`src/rtl/rtc_pkg.sv`:
```
package rtc_pkg;
    typedef enum logic [1:0] {
        ST_SEED = 2'd0,
        ST_HOLD = 2'd1,
        ST_RUN  = 2'd2
    } rtc_state_e;

    typedef struct packed {
        logic hard_lock;
        logic soft_lock;
        logic alarm_ie;
        logic enable;
    } rtc_ctrl_t;

    localparam int CTRL_W = 4;
    localparam int STAT_W = 2;
endpackage

```
`src/rtl/rtc_run_fsm.sv`:
```
module rtc_run_fsm
    import rtc_pkg::*;
(
    input  logic clk,
    input  logic rst_n,
    input  logic tick_i,
    input  logic enable_i,
    input  logic ovf_i,
    input  logic invalid_i,
    input  logic failure_i,
    input  logic seed_wr_i,
    output logic count_en_o
);
    rtc_state_e state_q, state_d;
    logic       bad;

    assign bad = invalid_i | failure_i;

    always_ff @(posedge clk or negedge rst_n) begin
        if (!rst_n) state_q <= ST_SEED;
        else        state_q <= state_d;
    end

    always_comb begin
        state_d = state_q;
        if (bad) begin
            state_d = ST_SEED;
        end else begin
            unique case (state_q)
                ST_SEED: if (seed_wr_i)            state_d = ST_HOLD;
                ST_HOLD: if (enable_i && !ovf_i)   state_d = ST_RUN;
                ST_RUN:  if (!enable_i || ovf_i)   state_d = ST_HOLD;
                default:                           state_d = ST_SEED;
            endcase
        end
    end

    always_comb begin
        count_en_o = 1'b0;
        unique case (state_q)
            ST_RUN:  count_en_o = tick_i && enable_i && !ovf_i && !bad;
            default: count_en_o = 1'b0;
        endcase
    end

    // a bad condition always forces the seed-wait state
    p_bad_seeds_r3: assert property (@(posedge clk) disable iff (!rst_n)
        bad |=> (state_q == ST_SEED));
endmodule

```
`src/rtl/rtc_time_cnt.sv`:
```
module rtc_time_cnt #(
    parameter int SEC_W  = 32,
    parameter int FRAC_W = 15
) (
    input  logic              clk,
    input  logic              rst_n,
    input  logic              count_en_i,
    input  logic              sec_ld_i,
    input  logic [SEC_W-1:0]  sec_val_i,
    input  logic              frac_ld_i,
    input  logic [FRAC_W-1:0] frac_val_i,
    output logic [SEC_W-1:0]  sec_o,
    output logic [FRAC_W-1:0] frac_o,
    output logic              wrap_o
);
    localparam int CNT_W = SEC_W + FRAC_W;

    logic [CNT_W-1:0] cnt_q;

    assign sec_o  = cnt_q[CNT_W-1:FRAC_W];
    assign frac_o = cnt_q[FRAC_W-1:0];
    assign wrap_o = count_en_i && !sec_ld_i && !frac_ld_i && (&cnt_q);

    always_ff @(posedge clk or negedge rst_n) begin
        if (!rst_n)          cnt_q <= '0;
        else if (sec_ld_i)   cnt_q <= {sec_val_i, {FRAC_W{1'b0}}};
        else if (frac_ld_i)  cnt_q <= {cnt_q[CNT_W-1:FRAC_W], frac_val_i};
        else if (count_en_i) cnt_q <= cnt_q + 1'b1;
    end

    // without a count enable or a write the count is frozen
    p_frozen_r4: assert property (@(posedge clk) disable iff (!rst_n)
        (!count_en_i && !sec_ld_i && !frac_ld_i) |=> $stable(cnt_q));
endmodule

```
`src/rtl/rtc_status_flags.sv`:
```
module rtc_status_flags #(
    parameter int SEC_W = 32
) (
    input  logic             clk,
    input  logic             rst_n,
    input  logic [SEC_W-1:0] sec_i,
    input  logic [SEC_W-1:0] alarm_i,
    input  logic             wrap_i,
    input  logic             clr_i,
    input  logic [1:0]       clr_mask_i,
    output logic             alarm_flag_o,
    output logic             ovf_flag_o
);
    logic match, match_q;

    assign match = (sec_i == alarm_i) && !(&alarm_i);

    always_ff @(posedge clk or negedge rst_n) begin
        if (!rst_n) begin
            match_q      <= 1'b0;
            alarm_flag_o <= 1'b0;
            ovf_flag_o   <= 1'b0;
        end else begin
            match_q <= match;
            if (match && !match_q)              alarm_flag_o <= 1'b1;
            else if (clr_i && clr_mask_i[0])    alarm_flag_o <= 1'b0;
            if (wrap_i)                         ovf_flag_o   <= 1'b1;
            else if (clr_i && clr_mask_i[1])    ovf_flag_o   <= 1'b0;
        end
    end

    // a wrap of the counter always leaves the overflow flag set
    p_wrap_flags_r6: assert property (@(posedge clk) disable iff (!rst_n)
        wrap_i |=> ovf_flag_o);
endmodule

```
`src/rtl/rtc_sec_alarm.sv`:
```
module rtc_sec_alarm
    import rtc_pkg::*;
#(
    parameter int SEC_W  = 32,
    parameter int FRAC_W = 15
) (
    input  logic              clk,
    input  logic              rst_n,
    input  logic              tick_i,
    input  logic              invalid_i,
    input  logic              failure_i,
    input  logic              sec_wr_i,
    input  logic [SEC_W-1:0]  sec_wdata_i,
    input  logic              frac_wr_i,
    input  logic [FRAC_W-1:0] frac_wdata_i,
    input  logic              alarm_wr_i,
    input  logic [SEC_W-1:0]  alarm_wdata_i,
    input  logic              ctrl_wr_i,
    input  logic [CTRL_W-1:0] ctrl_wdata_i,
    input  logic              stat_clr_i,
    input  logic [STAT_W-1:0] stat_clr_mask_i,
    output logic [SEC_W-1:0]  sec_o,
    output logic [FRAC_W-1:0] frac_o,
    output logic [SEC_W-1:0]  alarm_o,
    output logic [CTRL_W-1:0] ctrl_o,
    output logic [STAT_W-1:0] status_o,
    output logic              irq_o
);
    rtc_ctrl_t        ctrl_q;
    rtc_ctrl_t        ctrl_w;
    logic [SEC_W-1:0] alarm_q;
    logic             blocked, sec_ld, frac_ld, count_en, wrap;
    logic             alarm_flag, ovf_flag;

    assign ctrl_w  = rtc_ctrl_t'(ctrl_wdata_i);
    assign blocked = !ctrl_q.enable && (ctrl_q.soft_lock || ctrl_q.hard_lock);
    assign sec_ld  = sec_wr_i && !blocked;
    assign frac_ld = frac_wr_i && !blocked;

    always_ff @(posedge clk or negedge rst_n) begin
        if (!rst_n) begin
            ctrl_q  <= '0;
            alarm_q <= '1;
        end else begin
            if (ctrl_wr_i) begin
                ctrl_q.enable    <= ctrl_w.enable;
                ctrl_q.alarm_ie  <= ctrl_w.alarm_ie;
                ctrl_q.soft_lock <= ctrl_w.soft_lock;
                ctrl_q.hard_lock <= ctrl_q.hard_lock | ctrl_w.hard_lock;
            end
            if (alarm_wr_i) alarm_q <= alarm_wdata_i;
        end
    end

    rtc_run_fsm i_fsm (
        .clk        (clk),
        .rst_n      (rst_n),
        .tick_i     (tick_i),
        .enable_i   (ctrl_q.enable),
        .ovf_i      (ovf_flag),
        .invalid_i  (invalid_i),
        .failure_i  (failure_i),
        .seed_wr_i  (sec_ld),
        .count_en_o (count_en)
    );

    rtc_time_cnt #(.SEC_W(SEC_W), .FRAC_W(FRAC_W)) i_cnt (
        .clk        (clk),
        .rst_n      (rst_n),
        .count_en_i (count_en),
        .sec_ld_i   (sec_ld),
        .sec_val_i  (sec_wdata_i),
        .frac_ld_i  (frac_ld),
        .frac_val_i (frac_wdata_i),
        .sec_o      (sec_o),
        .frac_o     (frac_o),
        .wrap_o     (wrap)
    );

    rtc_status_flags #(.SEC_W(SEC_W)) i_flags (
        .clk          (clk),
        .rst_n        (rst_n),
        .sec_i        (sec_o),
        .alarm_i      (alarm_q),
        .wrap_i       (wrap),
        .clr_i        (stat_clr_i),
        .clr_mask_i   (stat_clr_mask_i),
        .alarm_flag_o (alarm_flag),
        .ovf_flag_o   (ovf_flag)
    );

    assign alarm_o  = alarm_q;
    assign ctrl_o   = ctrl_q;
    assign status_o = {ovf_flag, alarm_flag};
    assign irq_o    = alarm_flag && ctrl_q.alarm_ie;

    // a locked, disabled counter ignores seconds writes
    p_locked_write_r10: assert property (@(posedge clk) disable iff (!rst_n)
        (sec_wr_i && !frac_wr_i && !ctrl_q.enable &&
         (ctrl_q.soft_lock || ctrl_q.hard_lock)) |=> $stable(sec_o));

    // the hard lock never clears once set
    p_hard_sticky_r11: assert property (@(posedge clk) disable iff (!rst_n)
        ctrl_q.hard_lock |=> ctrl_q.hard_lock);
endmodule

```
`config.mk`:
```
export PLATFORM = sky130hd
export DESIGN_NAME = rtc_sec_alarm
export DESIGN_NICKNAME = d
export VERILOG_FILES = /design/src/rtl/rtc_pkg.sv /design/src/rtl/rtc_run_fsm.sv /design/src/rtl/rtc_time_cnt.sv /design/src/rtl/rtc_status_flags.sv /design/src/rtl/rtc_sec_alarm.sv
export SDC_FILE = /design/constraint.sdc
export NUM_CORES = 1
export LEC_CHECK = 0
export ABC_AREA = 1
export BUFFER_PORTS_ARGS = -buffer_cell sky130_fd_sc_hd__buf_4
export CORE_MARGIN = 1
export CORE_UTILIZATION = 50
export DETAILED_ROUTE_END_ITERATION = 16
export GPL_ROUTABILITY_DRIVEN = 0
export PLACE_DENSITY_LB_ADDON = 0.25
export SLEW_MARGIN = 20
export SYNTH_ARGS = -nofsm -noshare
export SYNTH_HDL_FRONTEND = slang
export SYNTH_HIERARCHICAL = 1
export SYNTH_SLANG_ARGS = --single-unit
```
`constraint.sdc`:
```
create_clock -name clk -period 2.25 [get_ports clk]
set_clock_uncertainty 0.05 [all_clocks]
set_input_delay 0.3375 -clock clk [delete_from_list [all_inputs] [get_ports clk]]
set_output_delay 0.3375 -clock clk [all_outputs]
set_load 0.02 [all_outputs]
```
==> impl_metrics.tcl <==
set metrics [dict create \
    rsz0062_at_grt "no" \
    critPathMostFrequentCell "nor2_1" \
    power_frac_comb 0.362 \
    powerDensity_nw_per_um2 754 \
    status "finished clean" \
    drt_iter0_markers 474 \
    synth_area_per_cell_sq_um 6.93 \
    fillers 1143 \
    fp.dieH_um 115 \
    die_w_um 115 \
    via_per_inst 5.09 \
    antenna_cells 0 \
    yosysWarnings 6 \
    fin_crit_ps 2020 \
    cp-end-kind "flop" \
    finalWorstSetupSlack_ps 230 \
    io_buffers 180 \
    cts_max_level 3 \
    ir_worst_vdd_mv 0.612 \
    routed_wl_mm 18.4 \
    ys_seq_area_frac 0.352 \
    cts_sinks 88 \
    required_ps 2420 \
    area_growth_syn_to_layout_pct 28.5 \
    synthMuxAreaShare 0.00157 \
    p_sw_mw 2.45 \
    reg2reg_setup_slack_ps 230 \
    synthCells 918 \
    finalSetupTns_ps 0 \
    cp.depth 9 \
    start_kind "flop" \
    synth-simple-area-share 0.384 \
    ios 181 \
    grt_pass1_vias 6122 \
    post-route-drc-count 0 \
    fin_cells 1276 \
    start_util 0.521 \
    grt_first_pass_wirelength_mm 30.0 \
    whs_path_depth 3 \
    core_sq_um 12200 \
    seqPwrFrac 0.395 \
    layout-drive-gt1-share 0.305 \
    synth_edf_count 0 \
    ctsResizeCount 0 \
    syn_nets 1014 \
    ys_ff_latch 88 \
    synthTopCellsByCount "255 x nand2_1, 137 x inv_1, 123 x nor2_1" \
    timing.fmax_ghz 0.495 \
    netlist.area_leader.share 0.220 \
    place_ws_ps 289 \
    synth.area.top_cells "dfrtp_1 22%, nand2_1 15%, dfstp_2 13%" \
    synthArstFlopShare 1.00 \
    synth_xor_area_frac 0.0316 \
    synth.most_common_cell "nand2_1" \
    hold_ws_ps 123 \
    crit_end "i_cnt/cnt_q[8]$_DFFE_PN0P_" \
    grt_max_degree 65 \
    place_inst 1259 \
    p_leak_nw 4.11 \
    timing.final.crit_share 0.898 \
    r2r_start "ctrl_o[3]$_DFFE_PN0P_" \
    antenna_found_initial 0 \
    crit_arrival_ps 2190 \
    root_buffer "clkbuf_16" \
    dieArea_sq_um 13200 \
    gr-total-overflow 0 \
    cts_setup_buffers 0 \
    slew_viol_final 0 \
    dr.pass1.iters 7 \
    p_int_mw 3.72 \
    synth_top_family_by_area "simple AND/OR/NAND/NOR gates" \
    slew_headroom 0.485 \
    final_util 0.670 \
    crit_path_start "ctrl_o[3]$_DFFE_PN0P_" \
    setup_viol 0 \
    ant_nets 0 \
    synth_fa_ha_area_frac 0.00197 \
    worst_pin_slew_ps 773 \
    row_count 40 \
    finalNetCount 1199 \
    crit_family "simple AND/OR/NAND/NOR gates" \
    yosys.cell_types.count 47 \
    cap_violations 0 \
    clockBufferDepth 2 \
    wl_per_cell_um 14.4 \
    crit_slowest_cell "dfrtp_1" \
    clk_pin_slew_ps 60 \
    crit_chain "nor2_1, nor2_1, nor2_1, buf_4, inv_1, nor2_1, nor2_1, o21ai_0, o21ai_0" \
    p_clk_frac 0.243 \
    cts_hold_buf 1 \
    crit_fanout 17 \
    cts_tree "built" \
    track_usage 0.296 \
    numCtsBuffers 9 \
    worstRegToRegCells 9 \
    critical_path_class "flop to flop" \
    via_count 6497 \
    path_buf_inv 2 \
    synthesis.area_sq_um 6370 \
    r2r-end "i_cnt/cnt_q[8]$_DFFE_PN0P_" \
    synth_compound_area_frac 0.109 \
    cpPeakStageDelay_ps 390 \
    clkLatencyLatePin_ps 360 \
    hpwl_mm 14.3 \
    synth_top_cell_by_area "dfrtp_1" \
    synth_ff_type "dfrtp_1" \
    timing_hold_violations_final 0 \
    sw_frac_of_total 0.397 \
    hp-class "input pin to flop" \
]
-- cells in the final DEF (no fill, tap or decap), types with 5 or more instances in the layout --
cell / synthesis / routed
a21oi_1: 24 / 24
buf_4: 4 / 195
clkbuf_16: 0 / 10
clkinv_2: 4 / 6
dfrtp_1: 56 / 56
dfstp_2: 32 / 32
inv_1: 137 / 137
nand2_1: 255 / 255
nand2_2: 13 / 13
nand3_1: 56 / 56
nand4_1: 27 / 27
nor2_1: 123 / 122
nor2_2: 16 / 17
nor2_4: 8 / 8
nor2_8: 5 / 5
nor3_1: 8 / 8
o211ai_1: 7 / 7
o21ai_0: 31 / 31
o21ai_2: 30 / 30
xnor2_1: 11 / 11
xor2_1: 12 / 12
-- power groups by stage --
stage               clock, mW  combinational, mW  sequential (mW)
floorplan                   0               1.02             2.65
global placement            0               2.18             2.44
finish                   1.50               2.23             2.43
detailed placement          0               2.22             2.44
CTS                      1.53               2.23             2.42
global route             1.61               2.46             2.48
-- area by class of cell --
class / count / area (sq um) / share of cell area
Multi-Input combinational cell: 658 / 3370 / 0.412
Inverter: 149 / 569 / 0.0696
Clock buffer: 14 / 285 / 0.0349
Tap cell: 168 / 210 / 0.0257
Clock inverter: 2 / 10.0 / 0.00122
Sequential cell: 88 / 2240 / 0.274
Timing Repair Buffer: 197 / 1490 / 0.183
-- flip-flops by register name, indices dropped and copies added (netlist names) --
name,flops
i_cnt/cnt_q,47
alarm_o,32
ctrl_o,4
i_fsm/state_q,2
i_flags/alarm_flag_o,1
i_flags/match_q,1
i_flags/ovf_flag_o,1
-- metal layers --
| layer | GRT usage | up-vias | part of all wire |
|---|---|---|---|
| met5 | 0 | - | 0 |
| met4 | 0.102 | 0 | 0.019 |
| met3 | 0.0738 | 22 | 0.086 |
| met2 | 0.484 | 253 | 0.47 |
| met1 | 0.384 | 2966 | 0.43 |
| li1 | - | 3256 | - |
-- kinds of logic (layout without fill, tap and decap cells) --
logic type                 Yosys count  count (layout)
and+or+nand+nor                    526             526
buffers and inverters              172             362
AOI/OAI and AO/OA                  107             107
DFF                                 88              88
xor gates and xnor gates            23              23
adders and majority gates            1               1
muxes                                1               1
-- worst reg2reg max path: stages, from the launching register on --
cell and delay [ps]:
dfrtp_1 390, nor2_1 110, nor2_1 70, nor2_1 310, buf_4 290, inv_1 250
nor2_1 150, nor2_1 60, o21ai_0 90, o21ai_0 130
-- stage by stage --
step	instance area (sq um)	total power, mW
after floorplan	6370	3.67
after global placement	7870	4.62
after detailed placement	7870	4.67
after CTS	8180	6.19
after global routing	8180	6.55
final	8180	6.17
-- how the worst min path moves through the flow --
stage / slack [ps] / from / endpoint
3_3_place_gp: 340 / rst_n / i_cnt/cnt_q[5]$_DFFE_PN0P_
5_1_grt: 120 / alarm_wdata_i[31] / alarm_o[31]$_DFFE_PN1P_
4_1_cts: 110 / alarm_wdata_i[22] / alarm_o[22]$_DFFE_PN1P_
3_5_place_dp: 330 / rst_n / i_cnt/cnt_q[5]$_DFFE_PN0P_
2_1_floorplan: -8 / rst_n / ctrl_o[0]$_DFFE_PN0P_
6_report: 120 / alarm_wdata_i[22] / alarm_o[22]$_DFFE_PN1P_
Power figures use the tool's default switching activity.
